## src/rtl/pc_pkg.sv

```systemverilog
package pc_pkg;

  // One-hot sequencer states: halt, grab (strobes active), settle
  typedef enum logic [2:0] {
    ST_HALT = 3'b001,
    ST_GRAB = 3'b010,
    ST_WAIT = 3'b100
  } pcState_t;

  // Strobes from control to datapath
  typedef struct packed {
    logic latch;   // capture {tag, bus} on the next edge
    logic clear;   // wipe the capture register
  } pcStrobe_t;

endpackage

```

## src/rtl/pc_datapath.sv

```systemverilog
module pc_datapath
  import pc_pkg::*;
#(
  parameter int SRC_COUNT = 4,
  parameter int ADDR_W    = 14,
  parameter int TAG_W     = 2,
  localparam int CAP_W    = TAG_W + ADDR_W
) (
  input  logic                 clk,
  input  logic                 rst_n,
  input  logic [SRC_COUNT-1:0] validN,
  input  logic [ADDR_W-1:0]    busAddr,
  input  pcStrobe_t            strobes,
  output logic [SRC_COUNT-1:0] selN,
  output logic [TAG_W-1:0]     tag,
  output logic                 startReq,
  output logic [CAP_W-1:0]     capAddr
);

  logic [SRC_COUNT-1:0] validSync;

  // One synchronizing flop per source line (active-high internally)
  for (genvar g = 0; g < SRC_COUNT; g++) begin : gSync
    always_ff @(posedge clk or negedge rst_n) begin
      if (!rst_n) validSync[g] <= 1'b0;
      else        validSync[g] <= ~validN[g];
    end
  end

  assign startReq = |validSync;

  // Combinational priority grant on the raw lines, index 0 first
  always_comb begin
    logic found;
    found = 1'b0;
    selN  = '1;
    tag   = '0;
    for (int i = 0; i < SRC_COUNT; i++) begin
      if (!found && !validN[i]) begin
        found   = 1'b1;
        selN[i] = 1'b0;
        tag     = TAG_W'(i);
      end
    end
  end

  // Capture register: clear has precedence over a pending capture
  always_ff @(posedge clk or negedge rst_n) begin
    if (!rst_n)             capAddr <= '0;
    else if (strobes.clear) capAddr <= '0;
    else if (strobes.latch) capAddr <= {tag, busAddr};
  end

endmodule

```

## src/rtl/pc_control.sv

```systemverilog
module pc_control
  import pc_pkg::*;
#(
  parameter int              OP_W      = 4,
  parameter logic [OP_W-1:0] OP_OUTPUT = 4'hC
) (
  input  logic            clk,
  input  logic            rst_n,
  input  logic [OP_W-1:0] opCode,
  input  logic            startReq,
  input  logic            bufFull,
  output pcStrobe_t       strobes,
  output logic            doneOut
);

  pcState_t curState, nextState;
  logic     opMatch;
  logic     doneQ, latchQ;

  assign opMatch = (opCode == OP_OUTPUT);

  always_comb begin
    nextState = curState;
    if (!opMatch) begin
      nextState = ST_HALT;
    end else begin
      case (curState)
        ST_HALT: if (startReq && !bufFull) nextState = ST_GRAB;
        ST_GRAB: nextState = ST_WAIT;
        ST_WAIT: nextState = ST_HALT;
        default: nextState = ST_HALT;
      endcase
    end
  end

  // State plus two parallel output flops, all loaded from the next state
  always_ff @(posedge clk or negedge rst_n) begin
    if (!rst_n) begin
      curState <= ST_HALT;
      doneQ    <= 1'b0;
      latchQ   <= 1'b0;
    end else begin
      curState <= nextState;
      doneQ    <= (nextState == ST_GRAB);
      latchQ   <= (nextState == ST_GRAB);
    end
  end

  always_comb begin
    strobes.latch = latchQ;
    strobes.clear = !opMatch;
  end

  assign doneOut = doneQ;

endmodule

```

## src/rtl/prio_collector.sv

```systemverilog
module prio_collector
  import pc_pkg::*;
#(
  parameter int              SRC_COUNT = 4,
  parameter int              ADDR_W    = 14,
  parameter int              OP_W      = 4,
  parameter logic [OP_W-1:0] OP_OUTPUT = 4'hC,
  localparam int             TAG_W     = (SRC_COUNT > 1) ? $clog2(SRC_COUNT) : 1,
  localparam int             CAP_W     = TAG_W + ADDR_W
) (
  input  logic                 clk,
  input  logic                 rst_n,
  input  logic [OP_W-1:0]      opCode,
  input  logic [SRC_COUNT-1:0] validN,
  input  logic [ADDR_W-1:0]    busAddr,
  input  logic                 bufFull,
  output logic [SRC_COUNT-1:0] selN,
  output logic                 doneN,
  output logic                 latchStrobe,
  output logic [TAG_W-1:0]     tag,
  output logic [CAP_W-1:0]     capAddr
);

  pcStrobe_t strobes;
  logic      startReq;
  logic      doneOut;

  pc_control #(
    .OP_W      (OP_W),
    .OP_OUTPUT (OP_OUTPUT)
  ) u_control (
    .clk      (clk),
    .rst_n    (rst_n),
    .opCode   (opCode),
    .startReq (startReq),
    .bufFull  (bufFull),
    .strobes  (strobes),
    .doneOut  (doneOut)
  );

  pc_datapath #(
    .SRC_COUNT (SRC_COUNT),
    .ADDR_W    (ADDR_W),
    .TAG_W     (TAG_W)
  ) u_datapath (
    .clk      (clk),
    .rst_n    (rst_n),
    .validN   (validN),
    .busAddr  (busAddr),
    .strobes  (strobes),
    .selN     (selN),
    .tag      (tag),
    .startReq (startReq),
    .capAddr  (capAddr)
  );

  assign doneN       = ~doneOut;
  assign latchStrobe = strobes.latch;

endmodule

```

## config.mk

```make
export PLATFORM = sky130hd
export DESIGN_NAME = prio_collector
export DESIGN_NICKNAME = d
export VERILOG_FILES = /design/src/rtl/pc_pkg.sv /design/src/rtl/pc_datapath.sv /design/src/rtl/pc_control.sv /design/src/rtl/prio_collector.sv
export SDC_FILE = /design/constraint.sdc
export NUM_CORES = 1
export LEC_CHECK = 0
export CAP_MARGIN = 15
export CORE_MARGIN = 10
export CORE_UTILIZATION = 43
export CTS_CLUSTER_SIZE = 28
export DETAILED_ROUTE_END_ITERATION = 10
export PLACE_DENSITY = 0.83
export RECOVER_POWER = 50
export SLEW_MARGIN = 25
export SYNTH_ARGS = -nofsm -noshare
export SYNTH_HDL_FRONTEND = slang
export SYNTH_HIERARCHICAL = 1
export SYNTH_SLANG_ARGS = --single-unit
export TNS_END_PERCENT = 30
```

## constraint.sdc

```tcl
create_clock -name clk -period 2.54 [get_ports clk]
set_clock_uncertainty 0.2 [all_clocks]
set_input_delay 0.381 -clock clk [delete_from_list [all_inputs] [get_ports clk]]
set_output_delay 0.381 -clock clk [all_outputs]
set_load 0.01 [all_outputs]
```

**Word level (Yosys, flattened, before mapping)**

Cells that the tools add are included.

- Flip-flop bits (word level): 24
- Input port bits: 25
- Output and inout bits: 24
- Word-level logic and storage cells: 43

- Equal/unequal tests: 5
- Muxes and demuxes: 15
- Bitwise logic cells: 5
- Reduce and logical (&&, ||, !) cells: 11

Operators by type and width:

| operator | number |
|---|---|
| 2-to-1 mux 16 bit | 2 |
| 2-to-1 mux 1 bit | 8 |
| equality test 3 x 2 -> 1 bit (second input constant) | 2 |
| zero test 1 bit | 6 |
| 2-to-1 mux 3 bit | 2 |
| case mux 3 bit (2 select lines) | 1 |
| inverter 1 bit | 5 |
| equality test 4 bit (second input constant) | 1 |
| logical AND 1 bit | 4 |
| 2-to-1 mux 2 bit | 2 |
| OR reduction 4 bit | 1 |
| equality test 3 x 1 -> 1 bit (second input constant) | 1 |
| inequality test 2 bit (second input constant) | 1 |

**Logic depth before layout (Yosys ltp)**

Gate-level depths: netlist of the first run.

- Depth in word-level cells: 11
- Mapped depth: 5

**Cells and area by module**

The synthesis of the first run kept the hierarchy.

By module, submodules not included:

| module | times used | cells each | area an instance (um^2) | sequential area each (um^2) |
|---|---|---|---|---|
| pc_datapath | 1 | 71 | 859.6 | 500.5 |
| pc_control | 1 | 12 | 178.9 | 101.3 |
| prio_collector | 1 | 1 | 3.8 | 0.0 |

**Worst setup path after synthesis of the first run**

No wires, ideal clock.

- Path kind: in2reg
- Start point: input opCode[0]
- End point: register u_datapath.capAddr[15]
- Setup time: 0.103 ns
- Arrival time: 1.191 ns
- Required time: 2.237 ns
- Slack: 1.046 ns
- Stages: 4
- Buffers on the path: 1
- Cell sequence: nand4bb_4 > buf_6 > or3b_1 > o41ai_2

- Cells in the longest elaborated chain, start to end: 2

Ends and longest elaborated chain:

| element | line | text |
|---|---|---|
| from (decl) | prio_collector.sv:13 | `input logic [OP_W-1:0] opCode,` |
| equality test 4 bit * | pc_control.sv:20 | `assign opMatch = (opCode == OP_OUTPUT);` |
| inequality test 2 bit (no source line) / 2-to-1 mux 16 bit (equally long branches) | - |  |
| to (signal assigned) | pc_datapath.sv:51 | `else if (strobes.latch) capAddr <= {tag, busAddr};` |
| to (decl) | pc_datapath.sv:17 | `output logic [CAP_W-1:0] capAddr` |

Every way passes the cells marked *; elsewhere a longest branch is shown, timed or not.
A chain may end at the register's enable or synchronous reset.

**Final worst setup path of the first run**

- Start point: input validN[2]
- End point: output selN[3]

- Cells in the longest elaborated chain, start to end: 6

Ends and longest elaborated chain:

| element | line | text |
|---|---|---|
| from (decl) | prio_collector.sv:14 | `input logic [SRC_COUNT-1:0] validN,` |
| zero test 1 bit | pc_datapath.sv:39 | `if (!found && !validN[i]) begin` |
| logical AND 1 bit | pc_datapath.sv:39 |  |
| 2-to-1 mux 1 bit | pc_datapath.sv:39 |  |
| zero test 1 bit | pc_datapath.sv:39 |  |
| logical AND 1 bit | pc_datapath.sv:39 |  |
| 2-to-1 mux 1 bit | pc_datapath.sv:39 |  |
| to (decl) | prio_collector.sv:17 | `output logic [SRC_COUNT-1:0] selN,` |

No other way between the ends.

==> flow_summary.toml, run 1 <==
[outcome]
status = "completed"

[yosys]
synth.cell_area_um2 = 1040
yosysWarnings = 6
ys_top_cells_by_area = "dfrtp_1 55%, mux2i_1 14%, nor2_1 5.4%"
yosys.area.top_type_share_pct = 55.2
ys_ff_latch = 24
synthDistinctLibCells = 24
synth_cells = 84
postSynthAreaPerCell_um2 = 12.4
yosysSeqAreaShare_pct = 57.7
yosysTopAreaCell = "dfrtp_1"
synth_nets = 109

[hold_path]
hold_class = "flop to flop"

[layout]
layout_common_cells = "45 x clkdlybuf4s50_1, 23 x dfrtp_1, 15 x nor2_1, 15 x mux2i_1, 6 x inv_1"
layout.nets = 161
final-seq-area_um2 = 602
fill_cells = 181
multi_input_area_um2 = 344
drive_above_1_share_pct = 7.41
area_growth_pct = 48.4
fin_util_pct = 68.6
final_common_cell = "clkdlybuf4s50_1"
diodes = 0

[floorplan]
fp.dieH_um = 69.2
rows = 17
start_util_pct = 46.2
die-area_um2 = 4790
num_io_pins = 49
core-area_um2 = 2250
die_w_um = 69.2

[clock_tree]
ctsHoldBuffers = 0
cts.htree.levels = 1
clk_pin_slew_ns = 0.12
cts-resized-gates = 0
cts_tree = "built"
cts.path.max_buffers = 2
clkLatencyLatePin_ns = 0.31
cts_post_setup_buffers_inserted = 0
clock-root-buffer = "clkbuf_4"
numCtsBuffers = 3
cts_sinks = 24

[pwr]
power_density_nw_per_um2 = 429
total_leakage_power_nw = 0.616
ir_drop_mv = 0.344

[worst_setup_path]
end_kind = "output pin"
critical_path.top_delay_family = "buffers and inverters"
path_cells = "dlygate4sd3_1, nand2b_1, or2_2, clkdlybuf4s50_1"
critPathBufInv = 2
slowest_stage = "dlygate4sd3_1"
cp_max_fo = 3
arrival_ns = 1.84
criticalPathCategory = "input port to output pin"
crit_required_ns = 1.96
cpPeakStageDelay_ns = 0.56
start_kind = "input port"

[sta]
slew-limit-headroom_pct = 18.0
tightest_slew_ns = 1.23
rsz0062_at_grt = "no"
max_freq_ghz = 0.414
drv_slew = 0
hold_violations = 0
layout_setup_ws_ns = 0.123
post-route-period-util_pct = 95.1
period_needed_ns = 2.42
tns_ns = 0
setup_viol = 0

[global_routing]
busiest_layer = "met2"
grt_use_met2_pct = 16.9
gr-usage-met3_pct = 4.14
gr-usage-met1_pct = 11.7
grt_pass1_vias = 858
grt_overflow = 0
grt_start_max_net_pins = 25
grt_usage_pct = 10.7
antenna_found_initial = 0
grt_first_pass_wirelength_mm = 4.27

[place]
io_buffer_count = 48
post-dp-hpwl_mm = 2.06
dp_slack_ns = 0.160
gp_congestion = 0.750

[routing]
route.detailed.drc = 0
vias_per_cell = 4.90
drt_iter0_drc = 8
routedWlPerCell_um = 15.7
wirelength_mm = 2.56
via_count = 799
firstDrtPassIters = 4
ant_nets = 0

[flow_run]
maxCapViolations = 0
[final cells by class]
class | count | area share [%]
inverters | 6 | 1.46
clock buffers | 4 | 2.35
well taps | 28 | 2.27
multi-input cells | 48 | 22.2
flip-flops and latches | 24 | 38.9
repair buffers | 53 | 32.8
[synthesized netlist by cell type]
cell and number:
a211o_1 1, a21oi_1 1, a311oi_2 1, and2_1 1
buf_2 1, buf_4 2, buf_6 2, buf_8 1
dfrtp_1 23, dfstp_2 1, inv_1 6, mux2i_1 15
nand2_1 2, nand2b_1 1, nand3_1 1, nand4bb_1 1
nand4bb_4 1, nor2_1 15, nor3_1 3, o41ai_2 1
or2_2 1, or2b_1 1, or3b_1 1, or4_1 1
[final timing paths]
kind	end	from	cells past startpoint	slack [ns]
max	selN[3]	validN[2]	4	0.12
min	u_control/curState[2]	u_control/curState[2]	1	0.31
max reg2reg	u_datapath/capAddr[11]	u_control/latchQ	3	1.02
min reg2reg	u_control/curState[2]	u_control/curState[2]	1	0.31
max in group asynchronous	u_control/latchQ	rst_n	2	0.79
min in group asynchronous	u_datapath/capAddr[15]	rst_n	2	0.63
[kinds of logic after synthesis]
kind of cell | share of synthesized area (%)
DFF | 57.7
and+or+nand+nor | 15.8
AOI/OAI and AO/OA | 4.32
muxes | 14.4
buffers and inverters | 7.68
[flip-flops by register name, summed over array words and instances, names as in the netlist]
signal and cells:
u_control/latchQ 1, u_control/curState 3, u_datapath/capAddr 16, u_datapath/validSync 4
[where the power goes]
| part | total (W) | internal (W) | switching, W | leakage [nW] |
|---|---|---|---|---|
| clock network | 0.000196 | 0.0000875 | 0.000108 | 0.0210 |
| registers | 0.000388 | 0.000386 | 0.00000182 | 0.322 |
| logic | 0.0000799 | 0.0000491 | 0.0000307 | 0.273 |
[per-stage QoR]
step | instances | power, W | hold WS [ns] | area [µm²]
6_report | 163 | 0.000664 | 0.309 | 1550
2_1_floorplan | 84 | 0.000419 | -0.115 | 1040
5_1_grt | 163 | 0.000692 | 0.321 | 1550
3_5_place_dp | 159 | 0.000481 | 0.287 | 1540
4_1_cts | 163 | 0.000679 | 0.195 | 1570
3_3_place_gp | 159 | 0.000480 | 0.278 | 1540
[routing by layer]
| layer | vias up | share of wire [%] |
|---|---|---|
| li1 | 379 | - |
| met1 | 388 | 38 |
| met2 | 28 | 51 |
| met3 | 4 | 7.5 |
| met4 | 0 | 2.7 |
| met5 | - | 0 |
(Power assumes the default switching activity.)
==> run 2, diff against run 1 <==
- CTS_CLUSTER_SIZE: 28 -> 10
==> results of run 2 <==
Same layout as run 1: the final DEF is identical, and so are final timing and power.
